`config.mk`:
```
export PLATFORM = sky130hd
export DESIGN_NAME = usb_phy_pwr_ctrl
export DESIGN_NICKNAME = d
export VERILOG_FILES = /design/src/rtl/usb_phy_pwr_ctrl.sv
export SDC_FILE = /design/constraint.sdc
export NUM_CORES = 1
export LEC_CHECK = 0
export BUFFER_PORTS_ARGS = -buffer_cell sky130_fd_sc_hd__buf_2
export CORE_ASPECT_RATIO = 0.75
export CORE_MARGIN = 2
export CORE_UTILIZATION = 55
export CTS_BUF_LIST = sky130_fd_sc_hd__clkbuf_4
export DETAILED_ROUTE_END_ITERATION = 10
export GPL_TIMING_DRIVEN = 0
export PLACE_DENSITY = 0.88
export SLEW_MARGIN = 40
export SYNTH_ARGS = -nofsm -noshare
export SYNTH_HDL_FRONTEND = slang
export SYNTH_SLANG_ARGS = --single-unit
```
`constraint.sdc`:
```
create_clock -name clk -period 2.4 [get_ports clk]
set_input_delay 0.24 -clock clk [delete_from_list [all_inputs] [get_ports clk]]
set_output_delay 0.24 -clock clk [all_outputs]
set_load 0.005 [all_outputs]
```
`src/rtl/usb_phy_pwr_ctrl.sv`:
```
module usb_phy_pwr_ctrl #(
  parameter int LOCK_CYCLES = 2400
) (
  input  logic       clk,
  input  logic       rst_n,
  input  logic       wr_en,
  input  logic       wr_addr,
  input  logic [7:0] wr_data,
  input  logic       rd_addr,
  output logic [7:0] rd_data,
  input  logic       vbus_cmp_i,
  input  logic       id_cmp_i,
  output logic       vbus_valid_o,
  output logic       id_o
);
  localparam int CW = $clog2(LOCK_CYCLES + 1);
  localparam logic [CW-1:0] LAST = CW'(LOCK_CYCLES - 1);

  logic          phy_rst_q, phy_pd_q, otg_pd_q, pll_q, fs_sel_q, fs_susp_q;
  logic [1:0]    mode_q;
  logic          refused_q, locked_q;
  logic [CW-1:0] cnt_q;

  wire cfg_wr  = wr_en & ~wr_addr;
  wire st_wr   = wr_en & wr_addr;
  wire pd_req  = wr_data[1] | wr_data[2];
  wire fs_hold = ~fs_sel_q & fs_susp_q;
  wire refuse  = cfg_wr & pd_req & ~(phy_pd_q | otg_pd_q) & fs_hold;
  wire running = pll_q & ~phy_pd_q & ~otg_pd_q & ~phy_rst_q;
  wire clk_good = locked_q & running;

  always_ff @(posedge clk or negedge rst_n) begin
    if (!rst_n) begin
      phy_rst_q <= 1'b1;
      phy_pd_q  <= 1'b1;
      otg_pd_q  <= 1'b1;
      pll_q     <= 1'b0;
      mode_q    <= 2'b00;
      fs_sel_q  <= 1'b0;
      fs_susp_q <= 1'b0;
    end else if (cfg_wr) begin
      phy_rst_q <= wr_data[0];
      pll_q     <= wr_data[3];
      mode_q    <= wr_data[5:4];
      fs_sel_q  <= wr_data[6];
      fs_susp_q <= wr_data[7];
      if (!refuse) begin
        phy_pd_q <= pd_req;
        otg_pd_q <= pd_req;
      end
    end
  end

  always_ff @(posedge clk or negedge rst_n) begin
    if (!rst_n)                   refused_q <= 1'b0;
    else if (refuse)              refused_q <= 1'b1;
    else if (st_wr && wr_data[1]) refused_q <= 1'b0;
  end

  always_ff @(posedge clk or negedge rst_n) begin
    if (!rst_n) begin
      cnt_q    <= '0;
      locked_q <= 1'b0;
    end else if (!running) begin
      cnt_q    <= '0;
      locked_q <= 1'b0;
    end else if (cnt_q == LAST) begin
      locked_q <= 1'b1;
    end else begin
      cnt_q <= cnt_q + 1'b1;
    end
  end

  always_comb begin
    case (mode_q)
      2'b01:   begin vbus_valid_o = 1'b1;       id_o = 1'b0;     end
      2'b10:   begin vbus_valid_o = 1'b1;       id_o = 1'b1;     end
      default: begin vbus_valid_o = vbus_cmp_i; id_o = id_cmp_i; end
    endcase
  end

  assign rd_data = rd_addr ? {6'b0, refused_q, clk_good}
                           : {fs_susp_q, fs_sel_q, mode_q, pll_q, otg_pd_q, phy_pd_q, phy_rst_q};

  p_good_needs_power_r2: assert property (@(posedge clk) disable iff (!rst_n)
    clk_good |-> $past(running));
  p_drop_on_off_r3: assert property (@(posedge clk) disable iff (!rst_n)
    !running |-> !clk_good);
  p_refuse_keeps_up_r5: assert property (@(posedge clk) disable iff (!rst_n)
    (cfg_wr && pd_req && !phy_pd_q && !otg_pd_q && !fs_sel_q && fs_susp_q)
      |=> (!phy_pd_q && !otg_pd_q && refused_q));
  p_sticky_r6: assert property (@(posedge clk) disable iff (!rst_n)
    (refused_q && !(st_wr && wr_data[1])) |=> refused_q);
  p_host_force_r7: assert property (@(posedge clk) disable iff (!rst_n)
    (mode_q == 2'b01) |-> (vbus_valid_o && !id_o));
  p_dev_force_r8: assert property (@(posedge clk) disable iff (!rst_n)
    (mode_q == 2'b10) |-> (vbus_valid_o && id_o));
  p_pass_r9: assert property (@(posedge clk) disable iff (!rst_n)
    (mode_q == 2'b00) |-> (vbus_valid_o == vbus_cmp_i && id_o == id_cmp_i));
endmodule

```
==> run metrics, run 1 <==
final hold violations=0; Layout Nets=approximately 160; cell types occupying the most area after synthesis=dfrtp_1, mux2_2, dfstp_2, nand2_1, nor2b_1; commonest non-fill, non-tap cell in the layout=buf_2; H-tree levels=1; sequential share of the synthesized area=between 40% and 50%; die footprint=about 2400 um^2; minimum clock period=between 1.5 and 2 ns; critical path, cell by cell=nor3b_1 > clkbuf_1 > nand3_1 > o21ai_0 > buf_2; multi-input logic area=approximately 560 um^2; area growth from synthesis to layout=16.7%; # diodes=0; clock latency on the worst-skew pair=about 0.31 ns; CP startpoint=otg_pd_q; crit-path max FO=10; setup bufs post-CTS=0; CTS Root Cell=clkbuf_4; Cell Pwr Density=519 nW/um^2; worst r2r src=cnt_q[0]; FMAX=between 500 and 600 MHz; vias per cell=5.87; Yosys warning total=0; slew at the pin with the worst max-slew slack=roughly 0.46 ns; CP Capture Type=primary output; Core Rows=14; Final Skew=0.00653 ns; detailed placement HPWL=around 1800 um; CP max stage delay=0.41 ns; Crit-path slowest cell=dfstp_2; largest net degree at the start of global routing=22; startpoint types=flip-flop; Pre-Repair DR Iteration Count=4; max-slew violations=0; Slew Limit Headroom=just under 70%; total core area=just under 2000 um^2; GRT Resource Usage Total=between 20 and 25%; maximum clock path buffer count=2; leakage power=0.564 nW; worst min path class=primary input to flip-flop; DR vias=approximately 970; non-filler cells in the finished layout=between 150 and 200; Synth cell types=35; ratio of final minimum period to clock period=between 70% and 80%; status=finished clean; Worst Path Class, Setup=flip-flop to primary output; number of global-route vias before repair=between 900 and 1000; num ports=25; final setup fails=0; fill count=162; register area=between 500 and 600 um^2; Overflow after GRT=0; Critical Path AT=approximately 1.7 ns; syn nets=roughly 130; Clock Sinks=21; Mapped Avg Cell Area=about 10 um^2; TritonCTS clock tree=done; design area=~1300 um^2; area leader, netlist=dfrtp_1; Synth top area share=around 42%; CP required=between 2 and 2.5 ns; starting DRC count in detailed routing=31; Worst-path clk slew=approximately 0.12 ns; initial antenna violation count=0; DRC errors left=0; Hold Slack=a little over 0.09 ns; hold_sp=wr_addr; drt total wl=~2400 um; most frequent cells in the layout=buf_2, dfrtp_1, nand2_1, a21oi_1; DIE HEIGHT=about 43 um; Post-DRT Antenna Nets=0; post-cts resize count=0; Synth Register Bits=21; Starting Density=between 50 and 60%; PortBufs=24; Max VDD drop=approximately 540 uV; post-synth design cell area=between 1000 and 1500 um^2; placed cells=160; fraction of layout cells with a size suffix above 1=between 20% and 30%; Chip Width=~56 um; cts bufs inserted=3; max cap viols=0; WL/cell=~14 um; Setup TNS Final=0 ns; routability cong.=roughly 0.77; Placed Area=around 1300 um^2; first-pass GRT wire length=about 4100 um; Synth Instances=approximately 110; RSZ-0062 raised after global routing=no
## routing by layer
layer / part of all wire [%] / routed length, um / GRT usage (%)
met1: 48 / 1150 / 27.3
met2: 48 / 1140 / 37.4
met3: 2.8 / 67 / 6.40
met4: 1.2 / 28 / 5.71
met5: 0 / 0 / 0
## flip-flops by register name, summed over array words and instances, names as in the netlist
register	count
otg_pd_q	1
mode_q	2
cnt_q	12
refused_q	1
fs_sel_q	1
fs_susp_q	1
locked_q	1
pll_q	1
phy_rst_q	1
## cells in the mapped netlist
library cell	instances
or4_1	3
nor4b_1	2
a211oi_1	1
and4_2	2
o21ai_0	5
nand4_2	1
nand3b_1	1
mux2_2	5
or4b_4	1
nor3_2	1
o31ai_1	3
and3b_1	1
nor2_1	3
a21o_1	1
o31a_1	1
nor3b_1	1
dfrtp_1	19
o211ai_1	1
o21ai_1	1
nand2_1	10
mux2i_1	3
nand4_1	4
nor2b_1	6
nand3_1	4
clkbuf_1	2
a31oi_1	3
nor3_1	2
ha_1	2
inv_1	6
nand2b_1	4
dfstp_2	2
a21oi_1	7
o21a_1	1
a2bb2oi_1	1
nor4_1	2
## area by class of cell
type | instances | share of cell area (%)
sequential | 21 | 40.3
timing repair buffer | 25 | 9.93
inverter | 6 | 1.72
multi-input combinational | 83 | 43.1
tap | 24 | 2.29
buffer | 2 | 0.573
clock inverter | 1 | 0.382
clock buffer | 3 | 1.72
## critical path: cells and delay by family, from the launching register on
family | cells | cell delay (ns)
buffers and inverters | 2 | 0.51
flip-flops | 1 | 0.41
AND/OR/NAND/NOR | 2 | 0.36
AO/OA/AOI/OAI | 1 | 0.08
## where the power goes
part / leakage [nW] / switching [mW] / total (mW) / internal [mW]
Clock: 0.0177 / 0.108 / 0.171 / 0.0623
Sequential: 0.275 / 0.0170 / 0.394 / 0.377
Combinational: 0.271 / 0.0559 / 0.115 / 0.0587
## metrics by stage
step / util [%] / worst slack, ns / power [mW]
CTS: 66.8 / 0.458 / 0.686
global route: 66.8 / 0.315 / 0.712
floorplan: - / 0.909 / 0.460
global placement: 64.9 / 0.805 / 0.509
detailed placement: 64.9 / 0.746 / 0.516
finish: 66.8 / 0.483 / 0.680
## worst paths after layout
kind | end | slack [ns] | cells past startpoint
min reg2reg | locked_q | 0.51 | 1
max | rd_data[0] | 0.48 | 5
max reg2reg | cnt_q[10] | 0.72 | 4
max in group asynchronous | phy_rst_q | 1.66 | 2
min in group asynchronous | refused_q | 0.40 | 2
min | refused_q | 0.09 | 2
## cell families (layout without fill, tap and decap cells)
family | Yosys count | after routing | share of synthesized area (%)
buffers and inverters | 8 | 37 | 2.68
flip-flops | 21 | 21 | 47.0
adder cells (fa/ha/maj) | 2 | 2 | 2.23
multiplexers | 8 | 8 | 7.69
AND/OR/NAND/NOR | 48 | 48 | 26.6
AO/OA/AOI/OAI | 25 | 25 | 13.7
## timing repair
action	in CTS	in global routing
hold endpoints to repair	19	0
setup endpoints to repair	0	0
hold buffers	1	0
No activity file was read; power rests on OpenSTA's default activity.
==> inputs of run 2 (changes only) <==
==> constraint.sdc (replaced) <==
create_clock -name clk -period 2 [get_ports clk]
set_input_delay 0.2 -clock clk [delete_from_list [all_inputs] [get_ports clk]]
set_output_delay 0.2 -clock clk [all_outputs]
set_load 0.005 [all_outputs]
==> run metrics, run 2 (synthesized netlist as in run 1, its figures left out) <==
Starting Density=between 50% and 60%; worst slack at placement=between 0.3 and 0.4 ns; drt total wl=about 2400 um; Pre-Repair DR Iteration Count=4; starting DRC count in detailed routing=31; Worst Path Buf+Inv=2; num ports=25; DIE HEIGHT=between 40 and 50 um; Clock Sinks=21; CTS Root Cell=clkbuf_4; Max VDD drop=650 uV; Crit-path slowest cell=dfstp_2; vias per cell=about 5.9; non-filler cells in the finished layout=165; ratio of final minimum period to clock period=just under 90%; max cap viols=0; CP Capture Type=primary output; detailed placement HPWL=1790 um; initial antenna violation count=0; Slew Limit Headroom=a little over two thirds; crit-path max FO=10; max reg flops=12; H-tree levels=1; Core Rows=14; first-pass GRT wire length=4080 um; worst min path class=primary input to flip-flop; RSZ-0062 raised after global routing=no; Tot Pwr=about 0.8 mW; multi-input logic area=between 500 and 600 um^2; final setup fails=0; CP required=1.80 ns; slew at the pin with the worst max-slew slack=~0.46 ns; DRC errors left=0; Worst Path Class, Setup=flip-flop to primary output; Overflow after GRT=0; delay-heaviest family, CP=flip-flops; register area=roughly 530 um^2; Layout Nets=about 160; # diodes=0; CP max stage delay=between 0.4 and 0.5 ns; commonest non-fill, non-tap cell in the layout=buf_2; Hold Slack=around 0.052 ns; maximum clock path buffer count=2; setup bufs post-CTS=0; max-slew violations=0; Critical Path AT=~1.5 ns; Post-DRT Antenna Nets=0; most flop-heavy register=cnt_q; TritonCTS clock tree=done; WL/cell=14.4 um; number of global-route vias before repair=just over 900; most frequent cells in the layout=buf_2, dfrtp_1, nand2_1, a21oi_1; final hold violations=0; Chip Width=56.2 um; cts bufs inserted=3; status=finished clean; minimum clock period=~1.7 ns; Cell Pwr Density=roughly 620 nW/um^2; total core area=roughly 2000 um^2; largest net degree at the start of global routing=22; fraction of layout cells with a size suffix above 1=approximately 29%; DR vias=a little under 1000; critical path, cell by cell=nor3b_1 > clkbuf_2 > nand3_1 > o21ai_0 > buf_2; fill count=roughly 160; GRT Resource Usage Total=a little over a fifth; PortBufs=24; routability cong.=~0.77; placed cells=160; startpoint types=flip-flop; FMAX=about 580 MHz; die footprint=between 2000 and 2500 um^2; Worst-path clk slew=between 0.1 and 0.15 ns; area growth from synthesis to layout=16.8%; Setup TNS Final=0 ns; leakage power=between 0.5 and 0.6 nW; Final Skew=~0.0064 ns; Top Registers=cnt_q: 12 flops, mode_q: 2 flops; final worst setup slack=between 0.2 and 0.3 ns; clock latency on the worst-skew pair=a little over 0.3 ns
-- run 2: per-layer routing --
| metal | vias up | routed length [um] | GRT usage [%] |
|---|---|---|---|
| met5 | - | 0 | 0 |
| li1 | 474 | - | - |
| met1 | 469 | 1130 | 27.3 |
| met2 | 19 | 1130 | 37.4 |
| met4 | 0 | 28 | 5.71 |
| met3 | 4 | 87 | 6.40 |
-- run 2: worst paths after layout --
path,startpoint,endpoint,slack (ns),cells past startpoint
setup / recovery,otg_pd_q,rd_data[0],0.26,5
hold / removal,wr_addr,refused_q,0.05,2
setup reg to reg,cnt_q[0],cnt_q[10],0.31,4
hold reg to reg,locked_q,locked_q,0.51,1
max in group asynchronous,rst_n,phy_rst_q,1.30,2
min in group asynchronous,rst_n,refused_q,0.36,2
-- run 2: cell type report --
type	instances	share of cell area, %
buffer	2	0.668
clock buffer	3	1.72
clock inverter	1	0.382
inverter	6	1.72
multi-input combinational	83	43.0
sequential	21	40.3
tap	24	2.29
timing repair buffer	25	9.92
-- run 2: worst register-to-register path: cells and delay by family, from the launching register on --
family          cells  cell delay [ns]
simple gates        2             0.76
flops               1             0.45
fa+ha+maj           1             0.27
compound gates      1             0.15
-- run 2: timing repair --
action,4_1_cts,5_1_grt
hold endpoints to repair,19,0
gates resized for setup,0,2
setup endpoints to repair,0,1
hold buffers,1,0
-- run 2: per-stage QoR --
step	instance area, um^2	utilization (%)
final	1310	66.8
after global routing	1310	66.8
after CTS	1310	66.8
after detailed placement	1270	64.9
after global placement	1270	64.9
after floorplan	1120	-
-- run 2: report_power, final --
part | switching, mW | internal [mW]
combinational | 0.0671 | 0.0710
sequential | 0.0206 | 0.453
clock | 0.130 | 0.0748
==> inputs of run 3 (changes only) <==
--- a/config.mk
+++ b/config.mk
@@ -8,11 +8,12 @@
 export BUFFER_PORTS_ARGS = -buffer_cell sky130_fd_sc_hd__buf_2
 export CORE_ASPECT_RATIO = 0.75
 export CORE_MARGIN = 2
-export CORE_UTILIZATION = 55
+export CORE_UTILIZATION = 50
 export CTS_BUF_LIST = sky130_fd_sc_hd__clkbuf_4
 export DETAILED_ROUTE_END_ITERATION = 10
 export GPL_TIMING_DRIVEN = 0
-export PLACE_DENSITY = 0.88
+export PLACE_DENSITY = 0.84
+export SETUP_SLACK_MARGIN = 0.15
 export SLEW_MARGIN = 40
 export SYNTH_ARGS = -nofsm -noshare
 export SYNTH_HDL_FRONTEND = slang
==> constraint.sdc (replaced) <==
create_clock -name clk -period 1.5 [get_ports clk]
set_input_delay 0.15 -clock clk [delete_from_list [all_inputs] [get_ports clk]]
set_output_delay 0.15 -clock clk [all_outputs]
set_load 0.005 [all_outputs]
==> run metrics, run 3 (synthesized netlist as in run 1, its figures left out) <==
max cap viols=0; worst min path class=primary input to flip-flop; drt total wl=3910 um; register area=between 500 and 600 um^2; GRT Resource Usage Total=a little over a quarter; initial antenna violation count=0; DRC errors left=0; status=complete, but fails checks; Worst Path Class, Setup=flip-flop to primary output; Critical Path AT=1.44 ns; final worst setup slack=-0.0870 ns; Starting Density=between 50% and 60%; die footprint=2640 um^2; crit-path max FO=3; final setup fails=4; placed cells=between 150 and 200; fill count=96; non-filler cells in the finished layout=~190; clock latency on the worst-skew pair=0.32 ns; Hold Crit Depth=2; H-tree levels=1; Slew Limit Headroom=68.1%; Hold Slack=~0.048 ns; max reg flops=12; detailed placement HPWL=between 1500 and 2000 um; Hold EP=refused_q; Layout Nets=182; area growth from synthesis to layout=55.7%; num ports=25; # diodes=0; worst r2r src=cnt_q[0]; RR Endpoint=cnt_q[11]; hold_sp=wr_addr; Pre-Repair DR Iteration Count=4; Clock Sinks=21; Final Skew=roughly 0.017 ns; violated checks=negative setup slack; Overflow after GRT=0; Top Registers=cnt_q: 12 flops, mode_q: 2 flops; Worst-path clk slew=approximately 0.13 ns; PortBufs=24; final hold violations=0; DR vias=1196; worst r2r path cells=4; Chip Width=58.7 um; slew at the pin with the worst max-slew slack=between 0.4 and 0.5 ns; fraction of layout cells with a size suffix above 1=between 60% and 70%; commonest non-fill, non-tap cell in the layout=buf_2; WL/cell=slightly above 20 um; FMAX=around 630 MHz; leakage power=approximately 0.77 nW; starting DRC count in detailed routing=140; Max VDD drop=around 720 uV; Post-DRT Antenna Nets=0; cts bufs inserted=3; ratio of final minimum period to clock period=106%; Core Rows=14; max-slew violations=0; first-pass GRT wire length=5320 um; TritonCTS clock tree=done; total core area=a little over 2000 um^2; Cell Pwr Density=697 nW/um^2; DIE HEIGHT=45.0 um; RSZ-0062 raised after global routing=yes; Reg2Reg Setup Slack=-0.06 ns; vias per cell=roughly 6.4; CTS Root Cell=clkbuf_4; number of global-route vias before repair=1147; most frequent cells in the layout=buf_2, buf_4, dfrtp_1, nand2_1; most flop-heavy register=cnt_q; minimum clock period=roughly 1.6 ns; largest net degree at the start of global routing=22; multi-input logic area=about 800 um^2; CP Capture Type=primary output; CP required=around 1.4 ns; routability cong.=0.819; maximum clock path buffer count=2; startpoint types=flip-flop
## run 3: cell types whose count changed in the layout (fill, tap and decap cells not counted), moves of 4 or more
cell	delta
dfrtp_2	+8
buf_4	+17
buf_6	+8
a21oi_1	-4
dfrtp_1	-8
## run 3: cell type report
| type | instances | area share [%] |
|---|---|---|
| Multi-Input combinational cell | 83 | 44.5 |
| Clock buffer | 4 | 1.72 |
| Sequential cell | 21 | 30.8 |
| Tap cell | 24 | 1.72 |
| Timing Repair Buffer | 48 | 19.0 |
| Inverter | 6 | 1.43 |
| Buffer | 2 | 0.859 |
## run 3: where the power goes
group	internal (mW)	total (mW)	switching, mW
clock network	0.122	0.302	0.180
logic	0.149	0.277	0.128
registers	0.605	0.640	0.0355
## run 3: how the worst max path moves through the flow
stage          startpoint   endpoint  slack, ns  depth (start not counted)
3_5_place_dp     cnt_q[0]  cnt_q[10]      -0.08                          4
6_report        mode_q[1]       id_o      -0.09                          3
2_1_floorplan    cnt_q[0]  cnt_q[10]       0.07                          4
4_1_cts         mode_q[1]       id_o      -0.09                          3
5_1_grt          cnt_q[0]  cnt_q[11]      -0.15                          4
3_3_place_gp     cnt_q[0]  cnt_q[10]     -0.002                          4
## run 3: worst max-delay path, stage by stage, from the launching register on
cell and delay [ns]:
dfrtp_1 0.43, ha_4 0.29, mux2_4 0.30, buf_6 0.12
## run 3: what timing repair did
item / 4_1_cts / 5_1_grt
resized for setup: 26 / 34
buffers inserted: 14 / 9
setup endpoints to repair: 15 / 18
hold endpoints to repair: 19 / 0
hold buffers: 1 / 0
pin swaps: 9 / 14
## run 3: metal layers
layer | routed length, um | track usage (%) | up-vias | share of wire, %
met4 | 134 | 11.4 | 0 | 3.4
met5 | 0 | 0 | - | 0
met3 | 285 | 7.74 | 17 | 7.3
met1 | 1630 | 35.2 | 580 | 42
li1 | - | - | 528 | -
met2 | 1860 | 43.8 | 71 | 48
## run 3: through the flow
| stage | setup slack, ns | utilization [%] | cell area [um^2] | TNS [ns] | power, mW |
|---|---|---|---|---|---|
| 5_1_grt | -0.149 | 84.6 | 1750 | -0.478 | 1.27 |
| 4_1_cts | -0.0947 | 74.9 | 1550 | -0.112 | 1.17 |
| 3_5_place_dp | -0.0834 | 62.9 | 1300 | -0.140 | 0.825 |
| 2_1_floorplan | 0.0746 | - | 1150 | 0 | 0.738 |
| 3_3_place_gp | -0.00173 | 62.9 | 1300 | -0.00173 | 0.815 |
| 6_report | -0.0870 | 84.6 | 1750 | -0.210 | 1.22 |
